[src/rtl/i2c10_pkg.sv]
package i2c10_pkg;
    localparam int BYTE_W = 8;
    localparam logic [BYTE_W-1:0] WAKE_BYTE = 8'h01;

    typedef enum logic [2:0] {
        E_IDLE, E_RX, E_ACK_LO, E_ACK_HI, E_TX_LO, E_TX_HI, E_WAKE
    } eng_state_e;

    typedef enum logic [1:0] {
        P_HDR, P_SUB, P_DATA
    } phase_e;

    localparam int SB_READY  = 0;
    localparam int SB_OVF    = 1;
    localparam int SB_STOP   = 3;
    localparam int SB_RSTART = 4;
    localparam int SB_TMO    = 5;
    localparam int SB_TX     = 6;
    localparam int SB_ERR    = 7;
endpackage

[src/rtl/i2c10_sync.sv]
module i2c10_sync #(
    parameter int STAGES = 2
) (
    input  logic clk,
    input  logic rst_n,
    input  logic scl_i,
    input  logic sda_i,
    output logic sda_s,
    output logic scl_rise,
    output logic scl_fall,
    output logic start_det,
    output logic stop_det
);
    logic [STAGES-1:0] scl_pipe_d, scl_pipe_q, sda_pipe_d, sda_pipe_q;
    logic scl_prev_d, scl_prev_q, sda_prev_d, sda_prev_q;
    logic scl_s;

    assign scl_s = scl_pipe_q[STAGES-1];
    assign sda_s = sda_pipe_q[STAGES-1];

    always_comb begin
        scl_pipe_d = {scl_pipe_q[STAGES-2:0], scl_i};
        sda_pipe_d = {sda_pipe_q[STAGES-2:0], sda_i};
        scl_prev_d = scl_s;
        sda_prev_d = sda_s;
    end

    always_ff @(posedge clk or negedge rst_n) begin
        if (!rst_n) begin
            scl_pipe_q <= '1;
            sda_pipe_q <= '1;
            scl_prev_q <= 1'b1;
            sda_prev_q <= 1'b1;
        end else begin
            scl_pipe_q <= scl_pipe_d;
            sda_pipe_q <= sda_pipe_d;
            scl_prev_q <= scl_prev_d;
            sda_prev_q <= sda_prev_d;
        end
    end

    assign scl_rise  = scl_s & ~scl_prev_q;
    assign scl_fall  = ~scl_s & scl_prev_q;
    assign start_det = scl_s & scl_prev_q & sda_prev_q & ~sda_s;
    assign stop_det  = scl_s & scl_prev_q & ~sda_prev_q & sda_s;
endmodule

[src/rtl/i2c10_mailbox.sv]
module i2c10_mailbox
    import i2c10_pkg::*;
#(
    parameter int IDX_W = 4
) (
    input  logic              clk,
    input  logic              rst_n,
    input  logic              host_we,
    input  logic [IDX_W-1:0]  host_addr,
    input  logic [BYTE_W-1:0] host_wdata,
    output logic [BYTE_W-1:0] host_rdata,
    input  logic              bus_we,
    input  logic [IDX_W-1:0]  bus_idx,
    input  logic [BYTE_W-1:0] bus_wdata,
    output logic [BYTE_W-1:0] bus_rdata
);
    localparam int ENTRIES = 1 << IDX_W;

    logic [BYTE_W-1:0] mem_d [ENTRIES];
    logic [BYTE_W-1:0] mem_q [ENTRIES];

    always_comb begin
        for (int i = 0; i < ENTRIES; i++) begin
            mem_d[i] = mem_q[i];
            if (host_we && host_addr == IDX_W'(i))
                mem_d[i] = host_wdata;
            else if (bus_we && bus_idx == IDX_W'(i))
                mem_d[i] = bus_wdata;
        end
    end

    always_ff @(posedge clk or negedge rst_n) begin
        if (!rst_n) begin
            for (int i = 0; i < ENTRIES; i++) mem_q[i] <= '0;
        end else begin
            for (int i = 0; i < ENTRIES; i++) mem_q[i] <= mem_d[i];
        end
    end

    assign host_rdata = mem_q[host_addr];
    assign bus_rdata  = mem_q[bus_idx];
endmodule

[src/rtl/i2c10_engine.sv]
module i2c10_engine
    import i2c10_pkg::*;
#(
    parameter int TMO_W = 16,
    parameter int IDX_W = 4
) (
    input  logic                    clk,
    input  logic                    rst_n,
    input  logic                    sda_s,
    input  logic                    scl_rise,
    input  logic                    scl_fall,
    input  logic                    start_det,
    input  logic                    stop_det,
    input  logic [BYTE_W-1:0]       cfg_id_hi,
    input  logic [BYTE_W-IDX_W-1:0] cfg_id_lo,
    input  logic [TMO_W-1:0]        cfg_clk_tmo,
    input  logic [TMO_W-1:0]        cfg_start_tmo,
    input  logic                    ready_clr,
    input  logic [BYTE_W-1:0]       bus_rdata,
    output logic                    bus_we,
    output logic [IDX_W-1:0]        bus_idx,
    output logic [BYTE_W-1:0]       bus_wdata,
    output logic                    sda_oe,
    output logic [BYTE_W-1:0]       status
);
    localparam int CNT_W = $clog2(BYTE_W) + 1;
    localparam int TAG_W = BYTE_W - IDX_W;

    typedef struct packed {
        eng_state_e        st;
        phase_e            ph;
        logic [BYTE_W-1:0] sh;
        logic [CNT_W-1:0]  cnt;
        logic              rw;
        logic [IDX_W-1:0]  idx;
        logic [TMO_W-1:0]  tmo;
        logic [BYTE_W-1:0] stat;
    } eng_t;

    eng_t q, d;
    logic scl_edge, tmo_hit, ready_keep;

    always_comb begin
        d          = q;
        bus_we     = 1'b0;
        scl_edge   = scl_rise | scl_fall;
        ready_keep = q.stat[SB_READY] & ~ready_clr;
        tmo_hit    = (q.st == E_WAKE) ? (q.tmo == '0) : (q.tmo == '0 && !scl_edge);

        if (ready_clr) d.stat[SB_READY] = 1'b0;
        if (q.tmo != '0) d.tmo = q.tmo - 1'b1;
        if (scl_edge && q.st != E_WAKE) d.tmo = cfg_clk_tmo;

        if (start_det) begin
            d.stat           = '0;
            d.stat[SB_READY] = ready_keep;
            if (q.st != E_IDLE && q.st != E_WAKE) d.stat[SB_RSTART] = 1'b1;
            d.st  = E_RX;
            d.ph  = P_HDR;
            d.cnt = '0;
            d.rw  = 1'b0;
            d.tmo = cfg_clk_tmo;
        end else if (stop_det && q.st != E_IDLE) begin
            d.stat[SB_STOP] = 1'b1;
            d.stat[SB_ERR]  = 1'b1;
            d.st            = E_IDLE;
        end else if (q.st != E_IDLE && tmo_hit) begin
            if (q.st != E_WAKE) begin
                d.stat[SB_TMO] = 1'b1;
                d.stat[SB_ERR] = 1'b1;
            end
            d.st = E_IDLE;
        end else begin
            case (q.st)
                E_RX: begin
                    if (scl_rise) begin
                        d.sh  = {q.sh[BYTE_W-2:0], sda_s};
                        d.cnt = q.cnt + 1'b1;
                    end else if (scl_fall && q.cnt == CNT_W'(BYTE_W)) begin
                        d.cnt = '0;
                        case (q.ph)
                            P_HDR: begin
                                if (q.sh == WAKE_BYTE) begin
                                    d.st  = E_WAKE;
                                    d.tmo = cfg_start_tmo;
                                end else if ({q.sh[BYTE_W-1:1], 1'b0} == cfg_id_hi) begin
                                    d.rw           = q.sh[0];
                                    d.stat[SB_TX]  = q.sh[0];
                                    d.st           = E_ACK_LO;
                                end else begin
                                    d.st = E_IDLE;
                                end
                            end
                            P_SUB: begin
                                if (q.sh[BYTE_W-1 -: TAG_W] == cfg_id_lo) begin
                                    d.idx = q.sh[IDX_W-1:0];
                                    d.st  = E_ACK_LO;
                                end else begin
                                    d.st = E_IDLE;
                                end
                            end
                            default: begin
                                bus_we = 1'b1;
                                d.st   = E_ACK_LO;
                            end
                        endcase
                    end
                end
                E_ACK_LO: if (scl_rise) d.st = E_ACK_HI;
                E_ACK_HI: begin
                    if (scl_fall) begin
                        case (q.ph)
                            P_HDR: begin
                                d.ph = P_SUB;
                                d.st = E_RX;
                            end
                            P_SUB: begin
                                d.ph = P_DATA;
                                if (q.rw) begin
                                    d.st  = E_TX_LO;
                                    d.sh  = bus_rdata;
                                    d.cnt = '0;
                                end else begin
                                    d.st = E_RX;
                                end
                            end
                            default: begin
                                if (ready_keep) d.stat[SB_OVF] = 1'b1;
                                d.stat[SB_READY] = 1'b1;
                                d.st             = E_IDLE;
                            end
                        endcase
                    end
                end
                E_TX_LO: if (scl_rise) d.st = E_TX_HI;
                E_TX_HI: begin
                    if (scl_fall) begin
                        d.sh  = {q.sh[BYTE_W-2:0], 1'b0};
                        d.cnt = q.cnt + 1'b1;
                        d.st  = (q.cnt == CNT_W'(BYTE_W - 1)) ? E_IDLE : E_TX_LO;
                    end
                end
                default: ;
            endcase
        end
    end

    always_ff @(posedge clk or negedge rst_n) begin
        if (!rst_n) q <= '0;
        else        q <= d;
    end

    assign bus_idx   = q.idx;
    assign bus_wdata = q.sh;
    assign status    = q.stat;
    assign sda_oe    = (q.st == E_ACK_LO) || (q.st == E_ACK_HI) ||
                       (((q.st == E_TX_LO) || (q.st == E_TX_HI)) && !q.sh[BYTE_W-1]);
endmodule

[src/rtl/i2c10_mbox_slave.sv]
module i2c10_mbox_slave
    import i2c10_pkg::*;
#(
    parameter int TMO_W     = 16,
    parameter int IDX_W     = 4,
    parameter int SYNC_STGS = 2
) (
    input  logic                    clk,
    input  logic                    rst_n,
    input  logic                    scl_i,
    input  logic                    sda_i,
    output logic                    sda_oe_o,
    input  logic [BYTE_W-1:0]       cfg_id_hi,
    input  logic [BYTE_W-IDX_W-1:0] cfg_id_lo,
    input  logic [TMO_W-1:0]        cfg_clk_tmo,
    input  logic [TMO_W-1:0]        cfg_start_tmo,
    input  logic                    host_we,
    input  logic [IDX_W-1:0]        host_addr,
    input  logic [BYTE_W-1:0]       host_wdata,
    output logic [BYTE_W-1:0]       host_rdata,
    input  logic                    ready_clr,
    output logic [BYTE_W-1:0]       status_o
);
    logic sda_s, scl_rise, scl_fall, start_det, stop_det;
    logic bus_we;
    logic [IDX_W-1:0]  bus_idx;
    logic [BYTE_W-1:0] bus_wdata, bus_rdata;

    i2c10_sync #(.STAGES(SYNC_STGS)) u_sync (
        .clk(clk), .rst_n(rst_n), .scl_i(scl_i), .sda_i(sda_i),
        .sda_s(sda_s), .scl_rise(scl_rise), .scl_fall(scl_fall),
        .start_det(start_det), .stop_det(stop_det)
    );

    i2c10_engine #(.TMO_W(TMO_W), .IDX_W(IDX_W)) u_eng (
        .clk(clk), .rst_n(rst_n), .sda_s(sda_s),
        .scl_rise(scl_rise), .scl_fall(scl_fall),
        .start_det(start_det), .stop_det(stop_det),
        .cfg_id_hi(cfg_id_hi), .cfg_id_lo(cfg_id_lo),
        .cfg_clk_tmo(cfg_clk_tmo), .cfg_start_tmo(cfg_start_tmo),
        .ready_clr(ready_clr), .bus_rdata(bus_rdata),
        .bus_we(bus_we), .bus_idx(bus_idx), .bus_wdata(bus_wdata),
        .sda_oe(sda_oe_o), .status(status_o)
    );

    i2c10_mailbox #(.IDX_W(IDX_W)) u_mbox (
        .clk(clk), .rst_n(rst_n),
        .host_we(host_we), .host_addr(host_addr),
        .host_wdata(host_wdata), .host_rdata(host_rdata),
        .bus_we(bus_we), .bus_idx(bus_idx),
        .bus_wdata(bus_wdata), .bus_rdata(bus_rdata)
    );
endmodule

[config.mk]
export PLATFORM = sky130hd
export DESIGN_NAME = i2c10_mbox_slave
export DESIGN_NICKNAME = d
export VERILOG_FILES = /design/src/rtl/i2c10_pkg.sv /design/src/rtl/i2c10_sync.sv /design/src/rtl/i2c10_mailbox.sv /design/src/rtl/i2c10_engine.sv /design/src/rtl/i2c10_mbox_slave.sv
export SDC_FILE = /design/constraint.sdc
export NUM_CORES = 1
export LEC_CHECK = 0
export BUFFER_PORTS_ARGS = -buffer_cell sky130_fd_sc_hd__buf_2
export CORE_AREA = 2 2 145 147
export CTS_BUF_LIST = sky130_fd_sc_hd__clkbuf_4
export DETAILED_ROUTE_END_ITERATION = 6
export DIE_AREA = 0 0 147 149
export GPL_TIMING_DRIVEN = 0
export PLACE_DENSITY_LB_ADDON = 0.12
export SYNTH_ARGS = -nofsm -noshare
export SYNTH_HDL_FRONTEND = slang
export SYNTH_SLANG_ARGS = --single-unit
[constraint.sdc]
create_clock -name clk -period 2.55 [get_ports clk]
set_input_delay 0.1275 -clock clk [delete_from_list [all_inputs] [get_ports clk]]
set_output_delay 0.1275 -clock clk [all_outputs]
set_load 0.02 [all_outputs]
==> flow_summary.ini <==
[worst_setup_path]
timing.rr.start = u_sync.scl_prev_q
crit_type = reg2reg
critPathLaunchType = flip-flop
rrSetupSlack_ps = 80
cp_max_fo = 10
crit_arrival_ps = 3000
reg2reg_to = u_eng.q[21]
setup.worst_path.end_class = flip-flop
cp.required_ps = 3080
ff2ff_path_depth = 8

[drt]
drtIter0Drc = 1234
drc = 0
viasPerCell = 6.389
ant_nets = 0
dr.pass1.iters = 6
routed_wl_um = 37250
routedWlPerCell_um = 24.22
vias = 9826

[sta]
clock.fmax_mhz = 404.4
drv_slew = 0
setup_viol = 0
rsz0062_at_grt = true
max_slew_margin_pct = 30.20
worstMarginPinSlew_ps = 1047
finalHoldViolations = 0
fin_tns_setup_ps = 0
min_period_over_period_pct = 96.97
worst_slack_ps = 77.14
skew_ps = 23.98
fin_crit_ps = 2473

[pwr]
peakVddDrop_uv = 405.8
pwr-share-seq_pct = 46.1
p_per_area_nw_per_um2 = 659.1
p_sw_share_pct = 40.72
p_int_w = 0.005230
power.leakage_nw = 4.909
clockPowerShare_pct = 17.9
power.switching_w = 0.003593
combinationalPowerShare_pct = 36.0

[floorplanning]
num_io_pins = 79
die_area_um2 = 21900
die_w_um = 147
fp.dieH_um = 149
coreArea_um2 = 20560
num_rows = 53
start_util_pct = 55.34

[clock_network]
cts_buffers = 17
clock_sinks = 179
ctsHtreeMaxLevel = 4
clockBufferDepth = 2
cts_root_buf = clkbuf_4
tritoncts = done
clk_pin_slew_ps = 160
clock_latency_ps = 630

[min_path]
min_from = cfg_id_hi[0]
hold_class = in2reg
holdPathStages = 6
holdPathEnd = u_eng.q[44]

[placement]
portBuffers = 67
gp_congestion = 0.9891
dp.cells = 1427
place_hpwl_um = 25720
place_ws_ps = -365.0

[status]
status = finished clean

[layout]
layout.nets = 1317
fin_cells = 1538
final_cell_mix = dfrtp_1 (173), nand2_1 (169), mux2i_1 (144), o21ai_0 (95), mux4_2 (72)
areaGrowthSynthToFinish_pct = 17.67
ff_latch_area_um2 = 4487
multi_input_area_um2 = 6615
drive_above_1_share_pct = 23.71
fillerInstances = 1655
layout_commonest_cell = dfrtp_1

[grt]
grt_pass1_wl_um = 57010
overflow = 0
first_global_vias = 9494
grt_usage_pct = 34.97
grt_antenna_before_repair = 2
grt_max_degree = 92

[logic_synthesis]
synthCells = 1084
yosys-top-cells-area = dfrtp_1 (38%), mux4_2 (14%), mux2i_1 (13%), nand2_1 (5.6%), o21ai_0 (4.2%)
synth_warnings = 0
synth_seq_cells = 179
synth-edff-count = 0
synth_ff_type = dfrtp_1
synth_cell_types = 70
synth_top_area_cell = dfrtp_1
ys_seq_area_share_pct = 39.44
yosys.area.top_type_share_pct = 38.06
syn-cell-area_um2 = 11380
syn_nets = 1153
synthArstFlopShare_pct = 100.0
avgSynthCellArea_um2 = 10.49

[run]
maxCapViolations = 0
-- cells in the mapped netlist, drive strengths merged, types with 4 or more instances --
cell type	instances
inv	13
or4	4
o2111ai	7
nand4	5
o21ai	145
nand3b	5
dfstp	6
a21oi	13
nand3	19
buf	57
clkbuf	32
xor2	12
dfrtp	173
mux4	72
nor4	12
ha	7
nor2b	4
nor3	29
nor2	59
xnor2	7
and3	9
nand2b	7
mux2	15
nand2	169
mux2i	144
a221o	7
o221ai	7
-- per-stage QoR --
step	util (%)	instance area [um^2]	hold slack, ps	power [W]
after floorplan	-	11380	-168.1	0.005882
after global placement	58.64	12060	234.9	0.006949
after detailed placement	58.83	12090	200.3	0.007034
after CTS	64.08	13170	12.96	0.008678
after global routing	65.11	13380	56.17	0.009214
final	65.12	13390	9.825	0.008823
-- state kept, by name, summed over array words and instances (netlist names) --
| signal | count |
|---|---|
| u_eng.bus_wdata | 8 |
| u_sync.sda_prev_q | 1 |
| u_eng.q | 26 |
| u_sync.scl_pipe_q | 2 |
| u_sync.scl_prev_q | 1 |
| u_eng.bus_idx | 4 |
| u_mbox.mem_q | 128 |
| u_eng.status | 7 |
| u_sync.sda_pipe_q | 2 |
-- power by group through the flow --
stage | Clock (W) | Sequential, W | Combinational, W
6_report | 0.00158 | 0.00407 | 0.00318
4_1_cts | 0.00160 | 0.00403 | 0.00306
3_3_place_gp | 0 | 0.00404 | 0.00291
5_1_grt | 0.00170 | 0.00414 | 0.00337
3_5_place_dp | 0 | 0.00407 | 0.00296
2_1_floorplan | 0 | 0.00389 | 0.00200
-- area by class of cell --
cell class / count / area share [%]
Antenna cell: 2 / 0.03739
Buffer: 88 / 3.178
Clock buffer: 17 / 0.9534
Clock inverter: 15 / 0.9253
Inverter: 13 / 0.3645
Multi-Input combinational cell: 803 / 49.42
Sequential cell: 179 / 33.52
Tap cell: 275 / 2.570
Timing Repair Buffer: 146 / 9.038
-- critical path, cell delays in order, from the launching register on --
cell	delay [ps]
dfstp_2	600
inv_1	60
ha_2	330
o21a_1	240
a2111oi_4	360
nand2_1	150
buf_4	200
and3_1	170
a221o_1	270
-- how the worst max path moves through the flow --
| stage | start | cells past startpoint | slack [ps] | endpoint |
|---|---|---|---|---|
| finish | u_sync.scl_prev_q | 8 | 80 | u_eng.q[21] |
| detailed placement | u_eng.bus_idx[1] | 6 | -360 | u_mbox.mem_q[97] |
| global placement | rst_n | 1 | -1650 | u_mbox.mem_q[18] |
| CTS | u_sync.scl_prev_q | 7 | 4 | u_mbox.mem_q[60] |
| global route | u_sync.scl_prev_q | 7 | -6 | u_eng.q[31] |
| floorplan | u_sync.scl_prev_q | 7 | 140 | u_mbox.mem_q[88] |
-- cell families after synthesis --
family,Yosys count,share of synthesized area (%)
flip-flops,179,39.44
buffers and inverters,102,3.772
other,1,0.03296
multiplexers,231,28.41
AO/OA/AOI/OAI,204,11.37
adder cells (fa/ha/maj),7,0.7699
XOR/XNOR,19,1.463
AND/OR/NAND/NOR,341,14.74
-- routing by layer --
metal / GRT usage [%] / part of all wire (%) / routed length (um)
met1: 46.78 / 39 / 14670
met2: 55.70 / 46 / 17110
met3: 8.991 / 10 / 3883
met4: 12.98 / 4.3 / 1584
met5: 0 / 0 / 0
-- what timing repair did --
| item | in CTS | in global routing |
|---|---|---|
| hold buffers | 44 | 0 |
| pin swaps | 16 | 14 |
| endpoints found under the hold margin | 158 | 0 |
| gates cloned | 0 | 0 |
| endpoints found under the setup margin | 157 | 159 |
| buffers inserted | 21 | 13 |
| resized for setup | 29 | 29 |
Power figures use the tool's default switching activity.
